## src/rtl/fsc_pkg.sv

```systemverilog
package fsc_pkg;
  localparam int RULE_N      = 15;
  localparam int RB_OPCODE   = 0;
  localparam int RB_OP0      = 1;
  localparam int RB_OP1      = 2;
  localparam int RB_REV      = 3;
  localparam int RB_ACCUM    = 4;
  localparam int RB_RSVD     = 5;
  localparam int RB_DT_IN0   = 6;
  localparam int RB_DT_IN1   = 7;
  localparam int RB_DT_SCL   = 8;
  localparam int RB_DT_OUT   = 9;
  localparam int RB_SCL_SRC  = 10;
  localparam int RB_SCL_FP32 = 11;
  localparam int RB_CHAN     = 12;
  localparam int RB_CNT_01   = 13;
  localparam int RB_CNT_0D   = 14;

  // byte positions that the command decoder downstream relies on
  localparam int BY_OPCODE = 0;
  localparam int BY_PAT0   = 12;
  localparam int BY_PAT1   = 24;
  localparam int BY_OP0    = 36;
  localparam int BY_OP1    = 37;
  localparam int BY_REV    = 38;
  localparam int BY_SSRC   = 39;
  localparam int BY_DTIN   = 40;
  localparam int BY_DTOUT  = 41;
  localparam int BY_CHAN   = 42;
  localparam int BY_DTSCL  = 43;
  localparam int BY_ACCUM  = 44;
  localparam int BY_RSVD   = 45;
  localparam int BY_PATD   = 48;

  localparam logic [7:0] OPC_SCAN   = 8'hE5;
  localparam logic [7:0] DT_FP32    = 8'h0A;
  localparam logic [7:0] DT_FP32R   = 8'h0B;
  localparam logic [7:0] SSRC_INL   = 8'd0;
  localparam logic [7:0] SSRC_MAX   = 8'd2;
  localparam logic [7:0] REV_MAX    = 8'd3;

  typedef logic [RULE_N-1:0] fail_vec_t;
endpackage

```

## src/rtl/fsc_pat_decode.sv

```systemverilog
module fsc_pat_decode #(
  parameter int ADDR_W = 32,
  parameter int STEP_W = 16,
  parameter int CNT_W  = 16,
  localparam int PAT_W = ADDR_W + 2*STEP_W + 2*CNT_W,
  localparam int TOT_W = 2*CNT_W
) (
  input  logic [PAT_W-1:0] pat,
  output logic [TOT_W-1:0] total,
  output logic             from_reg
);
  localparam int CNT_LO = ADDR_W + 2*STEP_W;
  logic [CNT_W-1:0] cnt_a, cnt_b;

  always_comb begin
    cnt_a    = pat[CNT_LO +: CNT_W];
    cnt_b    = pat[CNT_LO+CNT_W +: CNT_W];
    from_reg = pat[ADDR_W-1];
    total    = TOT_W'(cnt_a) * TOT_W'(cnt_b);
  end
endmodule

```

## src/rtl/fsc_op_check.sv

```systemverilog
module fsc_op_check (
  input  logic [7:0] op,
  output logic       ok
);
  always_comb begin
    unique case (op) inside
      8'h00, 8'h04, 8'h05, 8'h06, 8'h08, 8'h09,
      8'h0D, 8'h0E, 8'h0F,
      [8'h12:8'h19],
      [8'h20:8'h23]: ok = 1'b1;
      default:       ok = 1'b0;
    endcase
  end
endmodule

```

## src/rtl/fsc_dtype_check.sv

```systemverilog
module fsc_dtype_check #(
  parameter bit ALLOW_ROUNDED = 1'b0
) (
  input  logic [7:0] code,
  output logic       ok
);
  logic in_range;
  always_comb begin
    in_range = (code != 8'd0) && (code <= 8'h0F);
    if (ALLOW_ROUNDED) ok = in_range;
    else               ok = in_range && (code != fsc_pkg::DT_FP32R);
  end
endmodule

```

## src/rtl/fsc_desc_check.sv

```systemverilog
module fsc_desc_check #(
  parameter int DESC_BYTES = 64,
  parameter int ADDR_W     = 32,
  parameter int STEP_W     = 16,
  parameter int CNT_W      = 16,
  parameter int MAX_CHAN   = 128,
  parameter int RSVD_N     = 3,
  localparam int DESC_W    = DESC_BYTES*8,
  localparam int PAT_W     = ADDR_W + 2*STEP_W + 2*CNT_W,
  localparam int TOT_W     = 2*CNT_W,
  localparam int NRULE     = fsc_pkg::RULE_N
) (
  input  logic              clk,
  input  logic              rst,
  input  logic              req_valid,
  input  logic [DESC_W-1:0] req_desc,
  output logic              rsp_valid,
  output logic              rsp_accept,
  output logic [NRULE-1:0]  rsp_fail
);
  import fsc_pkg::*;

  localparam int NPAT = 3;
  localparam int NDT  = 4;
  localparam int PAT_BASE [NPAT] = '{BY_PAT0, BY_PAT1, BY_PATD};

  function automatic logic [7:0] byte_at(input logic [DESC_W-1:0] d, input int idx);
    return d[idx*8 +: 8];
  endfunction

  // tensor pattern decode
  logic [TOT_W-1:0] tot  [NPAT];
  logic             sreg [NPAT];
  for (genvar p = 0; p < NPAT; p++) begin : g_pat
    fsc_pat_decode #(.ADDR_W(ADDR_W), .STEP_W(STEP_W), .CNT_W(CNT_W)) u_pat (
      .pat      (req_desc[PAT_BASE[p]*8 +: PAT_W]),
      .total    (tot[p]),
      .from_reg (sreg[p])
    );
  end

  // operator selectors
  localparam int OP_BY [2] = '{BY_OP0, BY_OP1};
  logic op_ok [2];
  for (genvar o = 0; o < 2; o++) begin : g_op
    fsc_op_check u_op (.op(req_desc[OP_BY[o]*8 +: 8]), .ok(op_ok[o]));
  end

  // data types: 0 = in0 nibble, 1 = in1 nibble, 2 = scalar, 3 = output
  logic [7:0] dt_code [NDT];
  logic       dt_ok   [NDT];
  always_comb begin
    dt_code[0] = {4'd0, req_desc[BY_DTIN*8 +: 4]};
    dt_code[1] = {4'd0, req_desc[BY_DTIN*8+4 +: 4]};
    dt_code[2] = req_desc[BY_DTSCL*8 +: 8];
    dt_code[3] = req_desc[BY_DTOUT*8 +: 8];
  end
  for (genvar t = 0; t < NDT; t++) begin : g_dt
    fsc_dtype_check #(.ALLOW_ROUNDED(t == NDT-1)) u_dt (.code(dt_code[t]), .ok(dt_ok[t]));
  end

  logic [7:0]       chan, ssrc;
  logic [RSVD_N*8-1:0] rsvd;
  fail_vec_t        fail_d;

  always_comb begin
    chan   = byte_at(req_desc, BY_CHAN);
    ssrc   = byte_at(req_desc, BY_SSRC);
    rsvd   = req_desc[BY_RSVD*8 +: RSVD_N*8];
    fail_d = '0;
    fail_d[RB_OPCODE]   = byte_at(req_desc, BY_OPCODE) != OPC_SCAN;
    fail_d[RB_OP0]      = !op_ok[0];
    fail_d[RB_OP1]      = !op_ok[1];
    fail_d[RB_REV]      = byte_at(req_desc, BY_REV) > REV_MAX;
    fail_d[RB_ACCUM]    = byte_at(req_desc, BY_ACCUM) != 8'd0;
    fail_d[RB_RSVD]     = |rsvd;
    fail_d[RB_DT_IN0]   = !dt_ok[0];
    fail_d[RB_DT_IN1]   = !dt_ok[1];
    fail_d[RB_DT_SCL]   = !dt_ok[2];
    fail_d[RB_DT_OUT]   = !dt_ok[3];
    fail_d[RB_SCL_SRC]  = ssrc > SSRC_MAX;
    fail_d[RB_SCL_FP32] = (ssrc == SSRC_INL) && (dt_code[2] != DT_FP32);
    fail_d[RB_CHAN]     = (chan == 8'd0) || (int'(chan) > MAX_CHAN);
    fail_d[RB_CNT_01]   = !(sreg[0] || sreg[1]) && (tot[0] != tot[1]);
    fail_d[RB_CNT_0D]   = !(sreg[0] || sreg[2]) && (tot[0] != tot[2]);
  end

  always_ff @(posedge clk) begin
    if (rst) begin
      rsp_valid  <= 1'b0;
      rsp_accept <= 1'b0;
      rsp_fail   <= '0;
    end else begin
      rsp_valid  <= req_valid;
      rsp_accept <= req_valid && (fail_d == '0);
      rsp_fail   <= req_valid ? fail_d : '0;
    end
  end
endmodule

```

## config.mk

```make
export PLATFORM = sky130hd
export DESIGN_NAME = fsc_desc_check
export DESIGN_NICKNAME = d
export VERILOG_FILES = /design/src/rtl/fsc_pkg.sv /design/src/rtl/fsc_pat_decode.sv /design/src/rtl/fsc_op_check.sv /design/src/rtl/fsc_dtype_check.sv /design/src/rtl/fsc_desc_check.sv
export SDC_FILE = /design/constraint.sdc
export NUM_CORES = 2
export LEC_CHECK = 0
export BUFFER_PORTS_ARGS = -buffer_cell sky130_fd_sc_hd__clkbuf_2
export CAP_MARGIN = 20
export CORE_MARGIN = 3
export CORE_UTILIZATION = 45
export DETAILED_ROUTE_END_ITERATION = 7
export PLACE_DENSITY_LB_ADDON = 0.05
export SLEW_MARGIN = 10
export SYNTH_ARGS = -nofsm -noshare
export SYNTH_HDL_FRONTEND = slang
export SYNTH_SLANG_ARGS = --single-unit
```

## constraint.sdc

```tcl
create_clock -name clk -period 15.5 [get_ports clk]
set_input_delay 2.325 -clock clk [delete_from_list [all_inputs] [get_ports clk]]
set_output_delay 2.325 -clock clk [all_outputs]
set_load 0.1 [all_outputs]
```

Yosys cells after proc, flatten, opt, wreduce, memory -nomap -nowiden
Index checks and enable logic that the tools add are counted.

word-level totals
  register bits = 17
  bits of input ports = 515
  output and inout bits = 17
  logic and storage cells = 87

operators by class
  multiply operators = 3
  $lt $le $gt $ge = 15
  equality and inequality tests = 23
  mux-type cells = 2
  bitwise operators = 1
  reductions and logical operators = 40

operators with widths
  kind                                                                                  count
  16-bit by 16-bit multiplier with 32-bit output                                        3
  8-bit by 4-bit == test with 1-bit output (second input constant)                      10
  32-bit != test                                                                        2
  8-bit by 3-bit == test with 1-bit output (second input constant)                      6
  8-bit nonzero test                                                                    5
  8-bit logical NOT                                                                     4
  24-bit OR reduction                                                                   1
  11-bit OR reduction                                                                   2
  8-bit by 5-bit greater-or-equal comparator with 1-bit output (second input constant)  2
  8-bit by 6-bit greater-or-equal comparator with 1-bit output (second input constant)  2
  8-bit by 2-bit > comparator with 1-bit output (second input constant)                 2
  8-bit by 4-bit <= comparator with 1-bit output (second input constant)                2
  8-bit by 5-bit <= comparator with 1-bit output (second input constant)                2
  8-bit by 6-bit <= comparator with 1-bit output (second input constant)                2
  8-bit by 4-bit != test with 1-bit output (second input constant)                      2
  1-bit logical AND                                                                     15
  15-bit logical NOT                                                                    1
  8-bit > comparator (second input constant)                                            1
  4-bit <= comparator (second input constant)                                           2
  1-bit logical NOT                                                                     8
  4-bit != test (second input constant)                                                 2
  8-bit != test (second input constant)                                                 1
  1-bit logical OR                                                                      3
  1-bit two-way mux                                                                     2
  2 further kinds                                                                       2

Logic depth before layout (Yosys ltp)
  depth in word-level cells = 7
  mapped depth = 26
  gate-level depth less buffers = 25

By module
Synthesis repeated with hierarchy kept, for this count alone.

unflattened totals
  cell total of the unflattened synthesis = 3144
  area, all modules = 27221.1 um^2

modules (own cells, without submodules)
  module                               times used  cells an instance  area each (um^2)  seq. area each (um^2)
  fsc_pat_decode at g_pat[0].u_pat     1           993                8573.2            0.0
  fsc_pat_decode at g_pat[1].u_pat     1           982                8552.0            0.0
  fsc_pat_decode at g_pat[2].u_pat     1           975                8484.4            0.0
  fsc_desc_check                       1           155                1352.5            340.3
  fsc_op_check                         2           12                 77.6              0.0
  fsc_dtype_check at g_dt[0].u_dt ...  3           4                  28.8              0.0
  fsc_dtype_check at g_dt[3].u_dt      1           3                  17.5              0.0

Worst setup path before layout
OpenSTA, ideal clock, no wires.

  path kind = input -> register
  start point = input port req_desc[166]
  end point = register rsp_accept
  library setup time = 0.059 ns
  arrival = 8.485 ns
  required time = 15.441 ns
  slack = 6.955 ns
  stages = 23
  buffers on the path = 3
  cells stage by stage = clkbuf_1 clkbuf_1 nand2_1 fa_1 fa_1 fa_1 fa_1 fa_1 fa_1 inv_1 ha_1 buf_2 a21oi_1 o21ai_1 a2111o_1 nor3_1 a2111o_1 or3_4 a41o_1 and4bb_1 nand4_1 o31ai_2 o311a_1

on the way
  longest elaborated chain between the ends = 5
  elaborated cells on any way between the ends = 7
  those cells by class = mul: 1; eq/ne: 2; reduce/logical: 4

RTL lines
  what                                                RTL line                                    text
  from (decl)                                         fsc_desc_check.sv:16                        input logic [DESC_W-1:0] req_desc,
  16-bit by 16-bit multiplier with 32-bit output (*)  fsc_pat_decode.sv:19                        total = TOT_W'(cnt_a) * TOT_W'(cnt_b);
  32-bit != test (on tied branches)                   fsc_desc_check.sv:84, fsc_desc_check.sv:85
  1-bit logical AND (on tied branches)                fsc_desc_check.sv:84, fsc_desc_check.sv:85
  15-bit logical NOT (*)                              fsc_desc_check.sv:95                        rsp_accept <= req_valid && (fail_d == '0);
  1-bit logical AND (*)                               fsc_desc_check.sv:95
  to (signal assigned)                                fsc_desc_check.sv:95
  to (decl)                                           fsc_desc_check.sv:18                        output logic rsp_accept,

Mark *: on every way between the ends. The rest lies on a longest branch, timed or not.
A chain may end at the register's enable or synchronous reset.

Worst setup path after layout
  start point = input port req_desc[457]
  end point = register rsp_accept

on the way
  longest elaborated chain between the ends = 5

RTL lines
  what                                            RTL line              text
  16-bit by 16-bit multiplier with 32-bit output  fsc_pat_decode.sv:19
  32-bit != test                                  fsc_desc_check.sv:85  fail_d[RB_CNT_0D] = !(sreg[0] || sreg[2]) && (tot[0] != tot[2]);
  1-bit logical AND                               fsc_desc_check.sv:85
  15-bit logical NOT                              fsc_desc_check.sv:95
  1-bit logical AND                               fsc_desc_check.sv:95

Every way passes these cells.

==> results by group <==
Setup path
  • WP data required: 15.69 ns
  • Critical Path Sink Type: register
  • Worst Path Max Fanout: 16
  • Worst EP arrival: 9.81 ns
  • Critical path class: in2reg
  • Worst setup SP type: input pin

Detailed routing
  • 1st-pass router iterations: 5
  • Via density: 5.336
  • Initial DRC Count: 1063
  • Final WL: 69.80 mm
  • Detail Route Antenna Nets: 0
  • DRC Markers: 0
  • Wire per inst: 17.56 um
  • DR vias: 21210

Finish
  • Layout area overhead: 6.369%
  • Nets: 4612
  • Final non-filler cell total: 3975
  • Layout cells sized above 1: 7.683%
  • ANT cells: 0

Floorplanning
  • Initial Utilization: 45.65%
  • Die Span Y: 250.9 um
  • Die W: 250.9 um
  • Row cnt: 89
  • Io pins: 532
  • Total die area: 62960 um^2
  • Core region area: 59130 um^2

Clock network
  • Clock transition at path regs: 0.05 ns
  • H-tree levels: 1
  • Clk sinks: 17
  • Post-CTS Setup Inserts: 0
  • Post_cts resized: 0
  • Hold buffers post-CTS: 0
  • CTS tree: built
  • Clock buffer depth: 2
  • Root Buffer: clkbuf_16
  • TritonCTS buffer count: 3

Worst hold path
  • HP Start: req_desc[223]
  • Hold EP: rsp_fail[13]
  • Hold Crit Depth: 2
  • Min-Delay Path Class: in2reg

Synth
  • Top FF cell, synth: dfxtp_1
  • Synth Cell Area: 26990 um^2
  • Mapped Nets: 4500
  • Synth warn: 0
  • Post-synth EDFFs: 0
  • Ys async rst share: 0%
  • Post-Synthesis Cells: 3091
  • #FFs+latches synth: 17
  • Distinct cell type count after synthesis: 78
  • Post-Syn Area per Cell: 8.732 um^2
  • Register area share after synthesis: 1.261%

STA
  • Slew headroom: 49.81%
  • Minimum clock period after layout: 9.620 ns
  • Max Slew Vio Count: 0
  • Fin Setup TNS: 0 ns
  • Final WS setup: 5.880 ns
  • Final hold vios: 0
  • Final setup violation count: 0
  • RSZ-0062 raised after global routing: no
  • Final worst-path cycle share: 62.07%
  • Maximum clock rate: 0.1039 GHz
  • Slew @ Worst Pin: 0.7478 ns

Placement
  • Cells after DPL: 3971
  • Placer Congestion: 0.8595
  • Post-DP HPWL: 59.21 mm
  • Pre-CTS setup slack: 5.716 ns
  • IO buf count: 220

Global routing
  • Grt ovf: 0
  • Largest net degree at the start of global routing: 17
  • First-pass GRT wire length: 118.6 mm
  • Vias in the first global route: 23510
  • Initial antenna violation count: 0
  • Total track usage: 22.96%

Status
  • Status: finished clean

Run
  • # Max-Cap Violations: 0
## cell type report
cell class | count | area [um^2]
Clock buffer | 3 | 75.07
Clock inverter | 1 | 5.005
Fill cell | 5807 | 30420
Inverter | 574 | 2155
Multi-Input combinational cell | 2387 | 24070
Sequential cell | 17 | 340.3
Tap cell | 773 | 967.2
Timing Repair Buffer | 220 | 1101
## per-layer routing
| metal | vias to the layer above | wire, um | track usage [%] |
|---|---|---|---|
| met1 | 10860 | 29520 | 29.79 |
| met5 | - | 0 | 0 |
| li1 | 9771 | - | - |
| met2 | 492 | 35920 | 42.01 |
| met4 | 0 | 1129 | 3.962 |
| met3 | 94 | 3231 | 2.535 |
## synthesized netlist by cell type (4+ instances only)
master	instances	area, um^2
fa_1	582	11650
inv_1	574	2155
nand2_1	507	1903
and2_1	349	2183
ha_1	312	3904
clkbuf_1	109	409.1
xnor2_1	81	709.4
a21oi_1	80	400.4
nor2_1	73	274.0
o21ai_0	39	195.2
xor2_1	36	315.3
a21o_1	33	247.7
nor4_1	23	143.9
nand4_1	21	131.4
nand3_1	20	100.1
nor3_1	19	95.09
dfxtp_1	17	340.3
a31oi_1	15	93.84
o21a_1	15	112.6
o211ai_1	11	82.58
nor2b_1	10	62.56
a211oi_1	9	67.56
nand2b_1	9	56.30
or3_1	9	56.30
o21ai_1	8	40.04
xnor3_1	8	180.2
and4_1	7	61.31
o21bai_1	7	52.55
o22ai_1	7	43.79
and3_1	6	37.54
a211o_1	5	43.79
a21boi_0	5	37.54
or2_2	5	31.28
a311oi_1	4	35.03
buf_2	4	20.02
o2111ai_1	4	35.03
o221ai_1	4	35.03
## placed cells by master, fill, tap and decap left out, types with 7 or more instances in the layout
cell,instances
ha_1,312
a21oi_1,80
clkbuf_2,220
fa_1,582
nand3_1,20
nor4_1,23
nor2_1,73
nand2_1,507
and4_1,7
o21ai_1,8
o22ai_1,7
o21a_1,15
o21bai_1,7
nand4_1,21
nand2b_1,9
dfxtp_1,17
xnor2_1,81
xnor3_1,8
or3_1,9
xor2_1,36
nor3_1,19
o211ai_1,11
a31oi_1,15
a21o_1,33
inv_1,574
nor2b_1,10
and2_1,349
o21ai_0,39
a211oi_1,9
## how the worst max path moves through the flow
stage	to	slack [ns]	startpoint	cells after the start
detailed placement	rsp_accept	5.72	req_desc[461]	22
finish	rsp_accept	5.88	req_desc[457]	21
floorplan	rsp_accept	6.96	req_desc[166]	23
global route	rsp_accept	5.34	req_desc[461]	22
CTS	rsp_accept	5.93	req_desc[461]	22
global placement	rsp_accept	5.74	req_desc[461]	22
## worst max-delay path, cell delays in order
cell and delay [ns]:
clkbuf_2 0.41, nand2_1 0.15, fa_1 0.54, fa_1 0.46
fa_1 0.53, fa_1 0.58, fa_1 0.47, fa_1 0.50
inv_1 0.04, ha_1 0.46, and4_1 0.25, o21ai_0 0.10
a31oi_1 0.34, o21ai_1 0.18, a311oi_1 0.70, a21oi_1 0.16
xnor2_1 0.19, nor4_1 0.34, nand4_1 0.15, o31ai_2 0.64
o311a_1 0.27
## state kept, by name, summed over array words and instances, names as in the netlist
register / count
rsp_fail: 15
rsp_accept: 1
rsp_valid: 1
## metrics by stage
step / utilization, % / area [um^2] / hold slack, ns
6_report: 48.56 / 28710 / 2.262
5_1_grt: 48.56 / 28710 / 2.261
4_1_cts: 48.56 / 28710 / 2.260
3_5_place_dp: 48.42 / 28630 / 2.522
3_3_place_gp: 48.42 / 28630 / 2.514
2_1_floorplan: - / 26990 / 2.403
## cells by family after synthesis
| kind of cell | after synthesis | share of synthesized area (%) |
|---|---|---|
| adder cells (fa/ha/maj) | 894 | 57.63 |
| AO/OA/AOI/OAI | 286 | 7.083 |
| multiplexers | 1 | 0.03708 |
| AND/OR/NAND/NOR | 1078 | 19.69 |
| flip-flops | 17 | 1.261 |
| buffers and inverters | 687 | 9.572 |
| XOR/XNOR | 128 | 4.728 |
Power is not shown: default switching activity piles up to over one toggle a cycle in this logic, so the estimate is an artifact.
